==> src/rtl/umpa_pkg.sv <==
package umpa_pkg;

    typedef enum logic [1:0] {
        OWNER_NONE  = 2'd0,
        OWNER_FETCH = 2'd1,
        OWNER_DATA  = 2'd2
    } owner_e;

    typedef struct packed {
        owner_e owner;
        logic   is_write;
        logic   fetch_held;
    } grant_t;

    function automatic int unsigned offset_bits(input int unsigned data_w);
        return $clog2(data_w / 8);
    endfunction

    function automatic logic carries_read(input grant_t g);
        return (g.owner != OWNER_NONE) && !g.is_write;
    endfunction

endpackage

==> src/rtl/umpa_grant.sv <==
module umpa_grant
    import umpa_pkg::*;
(
    input  logic   clk,
    input  logic   rst,
    input  logic   fetch_req,
    input  logic   data_req,
    input  logic   data_we,
    output grant_t grant
);

    always_comb begin
        grant = '{owner: OWNER_NONE, is_write: 1'b0, fetch_held: 1'b0};
        if (data_req) begin
            grant.owner      = OWNER_DATA;
            grant.is_write   = data_we;
            grant.fetch_held = fetch_req;
        end else if (fetch_req) begin
            grant.owner = OWNER_FETCH;
        end
    end

    p_data_wins_r3: assert property (@(posedge clk) disable iff (rst)
        (fetch_req && data_req) |-> (grant.owner == OWNER_DATA && grant.fetch_held));

    p_store_conflict_r4: assert property (@(posedge clk) disable iff (rst)
        (fetch_req && data_req && data_we) |-> (grant.is_write && grant.fetch_held));

endmodule

==> src/rtl/umpa_port_mux.sv <==
module umpa_port_mux
    import umpa_pkg::*;
#(
    parameter int ADDR_W  = 32,
    parameter int DATA_W  = 32,
    parameter int WORD_AW = ADDR_W - offset_bits(DATA_W)
) (
    input  logic               clk,
    input  logic               rst,
    input  grant_t             grant,
    input  logic [ADDR_W-1:0]  fetch_addr,
    input  logic [ADDR_W-1:0]  data_addr,
    input  logic [DATA_W-1:0]  data_wdata,
    output logic               mem_en,
    output logic               mem_we,
    output logic [WORD_AW-1:0] mem_addr,
    output logic [DATA_W-1:0]  mem_wdata
);

    localparam int OFFSET_W = offset_bits(DATA_W);

    logic [ADDR_W-1:0] sel_addr;

    always_comb begin
        unique case (grant.owner)
            OWNER_DATA:  sel_addr = data_addr;
            OWNER_FETCH: sel_addr = fetch_addr;
            default:     sel_addr = '0;
        endcase
    end

    assign mem_en    = (grant.owner != OWNER_NONE);
    assign mem_we    = (grant.owner == OWNER_DATA) && grant.is_write;
    assign mem_addr  = WORD_AW'(sel_addr >> OFFSET_W);
    assign mem_wdata = (grant.owner == OWNER_DATA) ? data_wdata : '0;

    p_write_only_data_r2: assert property (@(posedge clk) disable iff (rst)
        mem_we |-> (mem_en && grant.owner == OWNER_DATA));

endmodule

==> src/rtl/umpa_resp.sv <==
module umpa_resp
    import umpa_pkg::*;
#(
    parameter int          DATA_W   = 32,
    parameter logic [DATA_W-1:0] NOP_WORD = '0
) (
    input  logic              clk,
    input  logic              rst,
    input  grant_t            grant,
    input  logic [DATA_W-1:0] mem_rdata,
    output logic [DATA_W-1:0] fetch_instr,
    output logic              fetch_valid,
    output logic [DATA_W-1:0] load_data,
    output logic              load_valid
);

    logic fetch_q;
    logic load_q;

    always_ff @(posedge clk) begin
        if (rst) begin
            fetch_q <= 1'b0;
            load_q  <= 1'b0;
        end else begin
            fetch_q <= (grant.owner == OWNER_FETCH);
            load_q  <= (grant.owner == OWNER_DATA) && carries_read(grant);
        end
    end

    assign fetch_valid = fetch_q;
    assign fetch_instr = fetch_q ? mem_rdata : NOP_WORD;
    assign load_valid  = load_q;
    assign load_data   = load_q ? mem_rdata : '0;

    p_bubble_nop_r6: assert property (@(posedge clk) disable iff (rst)
        grant.fetch_held |=> (!fetch_valid && fetch_instr == NOP_WORD));

    p_one_reader_r7: assert property (@(posedge clk) disable iff (rst)
        !(fetch_valid && load_valid));

endmodule

==> src/rtl/shared_port_arbiter.sv <==
module shared_port_arbiter
    import umpa_pkg::*;
#(
    parameter int ADDR_W  = 32,
    parameter int DATA_W  = 32,
    parameter int WORD_AW = ADDR_W - offset_bits(DATA_W)
) (
    input  logic               clk,
    input  logic               rst,
    input  logic               fetch_req,
    input  logic [ADDR_W-1:0]  fetch_addr,
    input  logic               data_req,
    input  logic               data_we,
    input  logic [ADDR_W-1:0]  data_addr,
    input  logic [DATA_W-1:0]  data_wdata,
    output logic               mem_en,
    output logic               mem_we,
    output logic [WORD_AW-1:0] mem_addr,
    output logic [DATA_W-1:0]  mem_wdata,
    input  logic [DATA_W-1:0]  mem_rdata,
    output logic               fetch_stall,
    output logic [DATA_W-1:0]  fetch_instr,
    output logic               fetch_valid,
    output logic [DATA_W-1:0]  load_data,
    output logic               load_valid
);

    grant_t grant;

    umpa_grant u_grant (
        .clk       (clk),
        .rst       (rst),
        .fetch_req (fetch_req),
        .data_req  (data_req),
        .data_we   (data_we),
        .grant     (grant)
    );

    umpa_port_mux #(
        .ADDR_W  (ADDR_W),
        .DATA_W  (DATA_W),
        .WORD_AW (WORD_AW)
    ) u_port (
        .clk        (clk),
        .rst        (rst),
        .grant      (grant),
        .fetch_addr (fetch_addr),
        .data_addr  (data_addr),
        .data_wdata (data_wdata),
        .mem_en     (mem_en),
        .mem_we     (mem_we),
        .mem_addr   (mem_addr),
        .mem_wdata  (mem_wdata)
    );

    umpa_resp #(
        .DATA_W   (DATA_W),
        .NOP_WORD ('0)
    ) u_resp (
        .clk         (clk),
        .rst         (rst),
        .grant       (grant),
        .mem_rdata   (mem_rdata),
        .fetch_instr (fetch_instr),
        .fetch_valid (fetch_valid),
        .load_data   (load_data),
        .load_valid  (load_valid)
    );

    assign fetch_stall = grant.fetch_held;

    p_fetch_alone_r1: assert property (@(posedge clk) disable iff (rst)
        (fetch_req && !data_req) |-> (mem_en && !mem_we && !fetch_stall));

    p_fetch_returns_r5: assert property (@(posedge clk) disable iff (rst)
        (fetch_req && !data_req) |=> fetch_valid);

    p_load_returns_r7: assert property (@(posedge clk) disable iff (rst)
        (data_req && !data_we) |=> (load_valid && !fetch_valid));

    p_idle_port_r8: assert property (@(posedge clk) disable iff (rst)
        (!fetch_req && !data_req) |-> (!mem_en && !fetch_stall));

    p_stall_port_r3: assert property (@(posedge clk) disable iff (rst)
        fetch_stall |-> (mem_en && mem_we == data_we));

endmodule

==> config.mk <==
export PLATFORM = sky130hd
export DESIGN_NAME = shared_port_arbiter
export DESIGN_NICKNAME = d
export VERILOG_FILES = /design/src/rtl/umpa_pkg.sv /design/src/rtl/umpa_grant.sv /design/src/rtl/umpa_port_mux.sv /design/src/rtl/umpa_resp.sv /design/src/rtl/shared_port_arbiter.sv
export SDC_FILE = /design/constraint.sdc
export NUM_CORES = 1
export LEC_CHECK = 0
export BUFFER_PORTS_ARGS = -buffer_cell sky130_fd_sc_hd__buf_2
export CORE_AREA = 2 2 101 103
export CTS_CLUSTER_SIZE = 30
export DETAILED_ROUTE_END_ITERATION = 8
export DIE_AREA = 0 0 103 105
export PLACE_DENSITY = 0.45
export SLEW_MARGIN = 0
export SYNTH_ARGS = -nofsm -noshare
export SYNTH_HDL_FRONTEND = slang
export SYNTH_SLANG_ARGS = --single-unit
==> constraint.sdc <==
create_clock -name clk -period 0.8 [get_ports clk]
set_input_delay 0.08 -clock clk [delete_from_list [all_inputs] [get_ports clk]]
set_output_delay 0.08 -clock clk [all_outputs]
set_load 0.05 [all_outputs]
; After elaboration in Yosys (flattened, before gate mapping)
; Cells that the tools add are included.
; W data, S select, Z words.
[totals]
ff_bits = 2
output_inout_bits = 131
[classes]
mux = 7
n_reduce_logical = 5
n_eq_ne = 2
[op_table]
columns = cell, n
row1 = $mux W32, 3
row2 = $pmux W32 S2, 1
row3 = $mux W2, 2
row4 = $logic_and A1 B1 Y1, 3
row5 = $eq A2 B1 Y1 const B, 1
row6 = $eq A2 B2 Y1 const B, 1
row7 = $reduce_bool A2 Y1, 1
row8 = $logic_not A1 Y1, 1
row9 = $mux W1, 1

; Longest topological paths before layout
; Gate-level depths: netlist of the first run.
[depth]
ltp_word = 5
ltp_mapped = 4
mapped_depth_nobuf = 2

; Cells and area by module
; Synthesis of the first run repeated with hierarchy kept, for this count alone.
[hier_totals]
hier_cells = 190
hier_area_um2 = 1335.0
[by_module_without_submodules]
columns = module, area_per_inst_um2, n_inst, cells_per_inst, seq_area_each_um2
row1 = umpa_port_mux, 789.5, 1, 112, 0.0
row2 = umpa_resp, 514.2, 1, 74, 40.0
row3 = umpa_grant, 31.3, 1, 4, 0.0

; Least setup slack after synthesis of the first run
; No wires, ideal clock.
[synth_timing]
path_type = input port to output port
from = input port data_req
to = output port mem_addr[18]
arrival_time_ns = 1.434
cell_stages = 3
slack_ns = -0.714
path_cell_list = buf_6 > buf_6 > o21ai_0
[synth_between]
elab_chain_len = 3
elab_cells_between_ends = 4
classes_between = eq/ne: 2 / mux: 2
[synth_rtl]
columns = element, line
row1 = start: declaration, shared_port_arbiter.sv:12  ; input logic data_req,
row2 = $mux W2 *, umpa_grant.sv:14  ; if (data_req) begin
row3 = $eq A2 B1 Y1 / $eq A2 B2 Y1 (equally long branches), umpa_port_mux.sv:25  ; unique case (grant.owner)
row4 = $pmux W32 S2 *, umpa_port_mux.sv:25
row5 = end: declaration, shared_port_arbiter.sv:18  ; output logic [WORD_AW-1:0] mem_addr,
; Mark *: on every way between the ends. The rest lies on a longest branch, timed or not.

; Worst setup path in the final report of the first run
[layout_timing]
from = register u_resp.load_q, in the netlist u_resp.load_valid
to = output port load_data[1]
[layout_between]
elab_chain_len = 1
[layout_rtl]
columns = element, line
row1 = start: declaration, umpa_resp.sv:18  ; logic load_q;
row2 = start signal: assignment, umpa_resp.sv:26  ; load_q <= (grant.owner == OWNER_DATA) && carries_read(grant);
row3 = $mux W32, umpa_resp.sv:33  ; assign load_data = load_q ? mem_rdata : '0;
row4 = end: declaration, shared_port_arbiter.sv:24  ; output logic [DATA_W-1:0] load_data,
; No other way between the ends.

==> summary.md, run 1 <==
| Metric | Value |
|---|---|
| Area growth syn-to-layout | `330%` |
| Antenna viol nets, final | `0` |
| WP data arrival | `around 1.1 ns` |
| Status | `finished, violations left` |
| Violated checks | `negative setup slack` |
| Hold Crit Class | `in -> reg` |
| CP max-delay cell | `dfxtp_4` |
| Post-synthesis area per instance | `about 5.6 um2` |
| Crit path required time | `0.72 ns` |
| Dpl hpwl | `a little over 6 mm` |
| CP Launch Type | `flop` |
| Storage element area | `approximately 48 um2` |
| GRT met1 Usage | `15.7%` |
| GR Util met3 | `~3.1%` |
| DR vias/cell | `around 4.1` |
| MaxCap Viol Count | `0` |
| Cell at the root of the clock tree | `clkbuf_8` |
| IO buf count | `~260` |
| Vias in the first global route | `2715` |
| # clock sinks | `2` |
| Syn Inst Count | `approximately 210` |
| Area of the multi-input gates | `~0.0017 mm2` |
| Initial Utilization | `approximately 12%` |
| Setup CP Type | `reg -> out` |
| Synth cell types | `12` |
| Non-filler cells, final | `about 620` |
| GR peak layer | `met2` |
| Core Rows | `36` |
| Final setup TNS | `-20.69 ns` |
| Top-level I/O count | `~260` |
| Seq/Total Area, Yosys | `3.40%` |
| Die X | `between 100 and 150 um` |
| Clk slew on worst S/H paths | `about 0.030 ns` |
| Die Ht | `roughly 110 um` |
| Inst Count DP | `about 600` |
| RSZ-0062 raised after global routing | `true` |
| Leading cell type in the layout, fill and taps excluded | `buf_2` |
| Initial antenna violation count | `3` |
| CTS Buf Count | `3` |
| Max frequency | `slightly below 0.9 GHz` |
| Post-route minimum period | `about 1.1 ns` |
| # fillers | `between 800 and 900` |
| Worst Path Buf+Inv | `2` |
| DR WL/cell | `between 10 and 15 um` |
| Most frequent cells in the layout | `buf_2, and2_4, buf_8, buf_6, o21ai_4` |
| RD Place Congestion | `between 0.8 and 0.9` |
| Synthesized Nets | `342` |
| First-pass GRT wire length | `13.0 mm` |
| Core ar. | `0.00964 mm2` |
| CP cell instances | `buf_12 > and2_2 > buf_6` |
| Slew margin rel. | `between 80% and 90%` |
| Final setup vio count | `106` |
| Crit. End Element | `primary output` |
| Share of layout cells above drive strength 1 | `around 94%` |
| Final WL | `about 9 mm` |
| Critical path capture point | `load_data[1]` |
| Global Route Usage Sum | `between 15 and 20%` |
| Drt first pass iters | `4` |
| H-tree depth | `1` |
| CTS tree | `done` |
| CP top delay family | `flip-flops` |
| Grt met2 use | `29.9%` |
| Clock buffer depth | `2` |
| Yosys warning total | `0` |
| Worst slew pin tran | `~0.25 ns` |
| Pre-CTS setup slack | `-0.305 ns` |
| Post-layout net count | `623` |
| Pwr Density | `roughly 780 mW/mm2` |
| Cell area after synthesis | `roughly 0.0012 mm2` |
| Hold Violations, Final | `0` |
| Worst path depth | `3` |
| Worst vdd ir | `slightly below 0.0004 V` |
| Via count | `around 2600` |
| DRC viols | `0` |
| Final cycle utilization of the critical path | `141%` |
| Yosys reg bits | `2` |
| Critical path peak fanout | `23` |
| Worst path max stage delay | `about 0.34 ns` |
| Largest net degree at the start of global routing | `24` |
| Pleak | `around 2.5 nW` |
| Worst setup path start | `u_resp.load_valid` |
| Final setup margin | `-0.328 ns` |
| Die area | `0.0108 mm2` |
| Max Slew Vio Count | `0` |
| Initial DRC count | `65` |
| Aggregate global routing overflow | `0` |
-- power by group --
part	switching [mW]	total [mW]	internal (mW)	leakage [nW]
registers	0.00545	0.107	0.101	0.0178
clock network	0.0714	0.389	0.317	0.0216
logic	1.90	3.46	1.56	2.49
-- registers in the layout (all words and copies together) (netlist names) --
| register | cells |
|---|---|
| u_resp.load_valid | 1 |
| u_resp.fetch_valid | 1 |
-- stage by stage --
step                      hold slack, ns  utilization [%]  power [mW]  cell area, um2
after floorplan                    0.142                -        1.85            1720
after global placement             0.255             32.9        2.52            3180
after detailed placement           0.259             32.9        2.53            3180
after CTS                         0.0387             50.8        3.87            4890
after global routing              0.0505             52.6        4.13            5070
final                             0.0473             52.6        3.95            5070
-- synth_stat cells, drive strengths merged --
library cell  number  area share, %
o21ai             28             12
nand2             56             18
or2                1           0.53
nor3b              1           0.64
dfxtp              2            3.4
buf               13            9.2
nor2b              2            1.1
clkbuf             6            1.9
and2              98             52
a22o               2            1.5
-- final cells by class --
type	instances	share of cell area (%)
clock buffer	3	0.814
timing repair buffer	295	60.4
sequential	2	0.938
multi-input combinational	188	34.4
tap	133	3.28
antenna	3	0.148
-- cell families after synthesis --
logic type             count (synthesis)  synth area share (%)
AOI/OAI and AO/OA                     30                  13.4
and+or+nand+nor                      158                  72.1
buffers and inverters                 19                  11.1
DFF                                    2                  3.40
-- worst min-delay path by stage --
stage,cells past startpoint,slack (ns),to,start
after detailed placement,2,0.26,u_resp.fetch_valid,rst
final,2,0.05,u_resp.fetch_valid,rst
after floorplan,1,0.14,u_resp.fetch_valid,rst
after CTS,2,0.04,u_resp.fetch_valid,rst
after global routing,2,0.05,u_resp.fetch_valid,rst
after global placement,2,0.25,u_resp.fetch_valid,rst
-- repair_timing --
item                       CTS  global route
pin swaps                   11            22
buffers inserted            14             3
gates cloned                11             1
hold buffers                 0             0
setup endpoints to repair  130           110
resized for setup          389            69
-- layer usage --
layer / wire (um) / up-vias
li1: - / 1216
met1: 3070 / 1165
met2: 4990 / 162
met3: 846 / 14
met4: 194 / 0
met5: 0 / -
No activity file was read; power rests on OpenSTA's default activity.
==> run 2: changes to the inputs <==
BUFFER_PORTS_ARGS = not set   (was -buffer_cell sky130_fd_sc_hd__buf_2)
DONT_BUFFER_PORTS = 1   (was not set)
PLACE_DENSITY = 0.3   (was 0.45)
==> summary.md, run 2 (synthesis gave the netlist of run 1 again) <==
| Metric | Value |
|---|---|
| Final setup TNS | `-15.76 ns (+4.93 ns)` |
| Hold Crit Class | `in -> reg` |
| Min Hold Slack | `0.0805 ns (+0.0332 ns)` |
| DR vias/cell | `4.06 (-0.88%)` |
| CP cell instances | `buf_12 > and2_4` |
| Pwr Density | `1080 mW/mm2 (+38%)` |
| Most frequent cells in the layout | `and2_4, nand2_1, buf_4, and2_1, o21ai_4` |
| Final WL | `5.71 mm (-37%)` |
| RD Place Congestion | `0.688 (-19%)` |
| GRT met1 Usage | `8.18% (-7.5 points)` |
| Final setup vio count | `66 (-38%)` |
| Crit. End Element | `primary output` |
| Worst path max stage delay | `0.38 ns (+0.04 ns)` |
| Clk slew on worst S/H paths | `0.03 ns (about the same)` |
| Final cycle utilization of the critical path | `132% (-8.6 points)` |
| Core Rows | `36 (unchanged)` |
| IO buf count | `0 (-100%)` |
| Global Route Usage Sum | `8.75% (-6.6 points)` |
| Leading cell type in the layout, fill and taps excluded | `and2_4` |
| Aggregate global routing overflow | `0 (unchanged)` |
| # clock sinks | `2 (unchanged)` |
| RSZ-0062 raised after global routing | `true` |
| Worst setup path start | `u_resp.fetch_valid` |
| Initial DRC count | `47 (-28%)` |
| GR peak layer | `met2` |
| Hold Violations, Final | `0 (unchanged)` |
| Max frequency | `0.944 GHz (+6.5%)` |
| Via count | `1511 (-41%)` |
| MaxCap Viol Count | `0 (unchanged)` |
| Status | `finished, violations left` |
| Drt first pass iters | `4 (unchanged)` |
| Die Ht | `105 um (unchanged)` |
| Cell at the root of the clock tree | `clkbuf_8` |
| Area growth syn-to-layout | `86.9%` |
| CTS Buf Count | `3 (unchanged)` |
| Cell Area, Placed | `0.00209 mm2 (-34%)` |
| Critical path capture point | `fetch_instr[23]` |
| Pleak | `0.929 nW (-63%)` |
| Dpl hpwl | `4.84 mm (-20%)` |
| Post-layout net count | `374 (-40%)` |
| Violated checks | `negative setup slack` |
| Die X | `103 um (unchanged)` |
| Grt met2 use | `19.3% (-11 points)` |
| DR WL/cell | `15.4 um (+5.2%)` |
| Top-level I/O count | `264 (unchanged)` |
| Die area | `0.0108 mm2 (unchanged)` |
| Core ar. | `0.00964 mm2 (unchanged)` |
| CP max-delay cell | `dfxtp_4` |
| CP Launch Type | `flop` |
| Final Cell Area | `0.00220 mm2 (-57%)` |
| Share of layout cells above drive strength 1 | `61.9% (-32 points)` |
| WP data arrival | `0.98 ns (-0.07 ns)` |
| Worst slew pin tran | `0.402 ns (+0.147 ns)` |
| Antenna viol nets, final | `0 (unchanged)` |
| Clock buffer depth | `2 (unchanged)` |
| Crit path required time | `0.72 ns (about the same)` |
| Initial antenna violation count | `0 (-3)` |
| Storage element area | `47.5 um2 (unchanged)` |
| Vias in the first global route | `1446 (-47%)` |
| Slew margin rel. | `73.1% (-10 points)` |
| Diodes inserted | `0 (-3)` |
| Worst vdd ir | `0.000308 V (-22%)` |
| DRC viols | `0 (unchanged)` |
| Post-route minimum period | `1.06 ns (-0.0690 ns)` |
| Max Slew Vio Count | `0 (unchanged)` |
| H-tree depth | `1 (unchanged)` |
| Critical path peak fanout | `15 (-35%)` |
| Final setup margin | `-0.259 ns (+0.0690 ns)` |
| CTS tree | `done` |
| GR Util met3 | `1.07% (-2.1 points)` |
| Largest net degree at the start of global routing | `96 (+300%)` |
| Setup CP Type | `reg -> out` |
| Area of the multi-input gates | `0.00149 mm2 (-15%)` |
| Initial Utilization | `12.2% (unchanged)` |
| # fillers | `1065 (+27%)` |
| First-pass GRT wire length | `7.38 mm (-43%)` |
| Non-filler cells, final | `372 (-40%)` |
| Inst Count DP | `365 (-39%)` |
| Util after Layout | `22.9% (-30 points)` |
-- run 2: how the worst min path moves through the flow --
stage                   from            endpoint  slack [ns]  cells after the start
floorplan                rst  u_resp.fetch_valid        0.14                      1
global placement         rst  u_resp.fetch_valid        0.16                      1
detailed placement       rst   u_resp.load_valid        0.16                      1
CTS                 data_req   u_resp.load_valid        0.05                      1
global route        data_req   u_resp.load_valid        0.06                      1
finish              data_req   u_resp.load_valid        0.08                      1
-- run 2: stage by stage --
stage	setup WS (ns)	power, mW
after floorplan	-0.141	1.85
after global placement	-0.0561	1.97
after detailed placement	-0.0574	1.98
after CTS	-0.270	2.41
after global routing	-0.296	2.47
final	-0.259	2.38
-- run 2: layout make-up --
cell class	count	share of cell area (%)
multi-input cells	188	67.5
clock buffers	3	1.87
flip-flops and latches	2	2.16
repair buffers	46	21.0
well taps	133	7.55
-- run 2: power by group --
group	internal (mW)	leakage (nW)	switching [mW]	total (mW)
logic	0.512	0.889	1.36	1.87
clock network	0.318	0.0216	0.0757	0.394
registers	0.101	0.0178	0.00965	0.111
-- run 2: routing by layer --
| layer | vias to the layer above | routed length, um |
|---|---|---|
| li1 | 705 | - |
| met1 | 666 | 1840 |
| met2 | 140 | 3300 |
| met3 | 0 | 577 |
| met4 | 0 | 0 |
| met5 | - | 0 |
-- run 2: worst max-delay path: cells and delay by family, from the launching register on --
kind	cells	cell delay, ns
DFF	1	0.38
and+or+nand+nor	1	0.24
buffers and inverters	1	0.14
-- run 2: repair_timing --
action	in CTS	in global routing
setup buffers	2	0
endpoints found under the hold margin	2	0
pin swaps	15	19
gates resized for setup	4	5
setup endpoints to repair	66	69
hold buffers	2	0
==> run 3: changes to the inputs <==
TNS_END_PERCENT = 5   (was not set)
==> summary.md, run 3 (synthesis gave the netlist of run 1 again) <==
| Metric | Value |
|---|---|
| Status | `finished, violations left` |
| Violated checks | `negative setup slack` |
| Worst setup path start | `u_resp.load_valid` |
| Slew margin rel. | `74.0% (+0.91 points)` |
| Core ar. | `0.00964 mm2 (unchanged)` |
| Grt met2 use | `17.0% (-2.3 points)` |
| Clock buffer depth | `2 (unchanged)` |
| Final Cell Area | `0.00219 mm2 (-0.57%)` |
| IO buf count | `0 (unchanged)` |
| Die X | `103 um (unchanged)` |
| CP Launch Type | `flop` |
| MaxCap Viol Count | `0 (unchanged)` |
| Worst hold start | `data_req` |
| Min Hold Slack | `0.180 ns (+0.100 ns)` |
| RD Place Congestion | `0.667 (-3.1%)` |
| Hold Crit Class | `in -> reg` |
| GR peak layer | `met2` |
| Die Ht | `105 um (unchanged)` |
| First-pass GRT wire length | `7.20 mm (-2.3%)` |
| H-tree depth | `1 (unchanged)` |
| Global Route Usage Sum | `8.45% (-0.30 points)` |
| Final setup vio count | `66 (unchanged)` |
| DR WL/cell | `13.0 um (-15%)` |
| Initial Utilization | `12.2% (unchanged)` |
| Area growth syn-to-layout | `85.9%` |
| WP data arrival | `0.99 ns (about the same)` |
| DR vias/cell | `3.97 (-2.2%)` |
| Cell Area, Placed | `0.00209 mm2 (-0.36%)` |
| GR Util met3 | `2.94% (+1.9 points)` |
| Aggregate global routing overflow | `0 (unchanged)` |
| Diodes inserted | `0 (unchanged)` |
| Max frequency | `0.938 GHz (-0.64%)` |
| Pleak | `1.03 nW (+11%)` |
| # fillers | `1084 (+1.8%)` |
| Final cycle utilization of the critical path | `133% (+0.85 points)` |
| Crit path required time | `0.72 ns (about the same)` |
| Pwr Density | `1100 mW/mm2 (+1.5%)` |
| GRT met1 Usage | `7.94% (-0.24 points)` |
| CTS tree | `done` |
| Worst slew pin tran | `0.388 ns (-0.0136 ns)` |
| Vias in the first global route | `1434 (-0.83%)` |
| Hold Violations, Final | `0 (unchanged)` |
| CTS Buf Count | `3 (unchanged)` |
| Critical path peak fanout | `15 (unchanged)` |
| Drt first pass iters | `4 (unchanged)` |
| Post-route minimum period | `1.07 ns (+0.00683 ns)` |
| Most frequent cells in the layout | `buf_4, and2_4, nand2_1, and2_1, o21ai_2` |
| Via count | `1593 (+5.4%)` |
| DRC viols | `0 (unchanged)` |
| Leading cell type in the layout, fill and taps excluded | `buf_4` |
| Antenna viol nets, final | `0 (unchanged)` |
| Final WL | `5.23 mm (-8.5%)` |
| Largest net degree at the start of global routing | `96 (unchanged)` |
| Setup CP Type | `reg -> out` |
| Share of layout cells above drive strength 1 | `64.6% (+2.6 points)` |
| Max Slew Vio Count | `0 (unchanged)` |
| Post-layout net count | `403 (+7.8%)` |
| Top-level I/O count | `264 (unchanged)` |
| Final setup margin | `-0.266 ns (-0.00683 ns)` |
| Final setup TNS | `-16.20 ns (-0.438 ns)` |
| Initial DRC count | `48 (+2.1%)` |
| Crit. End Element | `primary output` |
| Initial antenna violation count | `0 (unchanged)` |
| # clock sinks | `2 (unchanged)` |
| Cell at the root of the clock tree | `clkbuf_8` |
| Core Rows | `36 (unchanged)` |
| Clk slew on worst S/H paths | `0.02 ns (about the same)` |
| Die area | `0.0108 mm2 (unchanged)` |
| Worst vdd ir | `0.000437 V (+42%)` |
| Dpl hpwl | `4.44 mm (-8.3%)` |
| RSZ-0062 raised after global routing | `true` |
[run 3: changes by cell type in the layout (fill, tap and decap cells not counted), sizes merged]
cell | previous run | this run
buf | 44 | 73
[run 3: path summary, 6_finish.rpt]
path / depth (start not counted) / endpoint
hold / removal: 1 / u_resp.load_valid
setup / recovery: 2 / load_data[27]
[run 3: power breakdown]
part	switching [mW]	internal (mW)
logic	1.33	0.572
clock network	0.0687	0.317
registers	0.0106	0.101
[run 3: final cells by class]
| class | count | area [um2] | share of cell area, % |
|---|---|---|---|
| well taps | 133 | 166 | 7.60 |
| multi-input cells | 188 | 1300 | 59.3 |
| flip-flops and latches | 2 | 47.5 | 2.17 |
| clock buffers | 3 | 41.3 | 1.88 |
| repair buffers | 75 | 637 | 29.1 |
[run 3: timing repair]
action	CTS	global route
hold endpoints to repair	2	0
gates resized for setup	8	2
endpoints found under the setup margin	66	69
pin swaps	33	4
setup buffers	2	0
hold buffers	2	0
[run 3: critical path: stages, from the launching register on]
cell	delay, ns
dfxtp_4	0.39
buf_12	0.15
and2_4	0.24
[run 3: per-layer routing]
layer	vias up	wire length, um
met3	4	665
met5	-	0
met1	673	1600
met4	0	57
li1	770	-
met2	146	2900
[run 3: stage by stage]
step / total power [mW] / util (%) / cells / worst slack [ns]
6_report: 2.40 / 22.7 / 401 / -0.266
5_1_grt: 2.51 / 22.7 / 401 / -0.311
3_3_place_gp: 2.01 / 21.7 / 394 / -0.0967
3_5_place_dp: 2.01 / 21.7 / 394 / -0.125
4_1_cts: 2.43 / 22.7 / 401 / -0.288
2_1_floorplan: 1.73 / - / 209 / -0.141
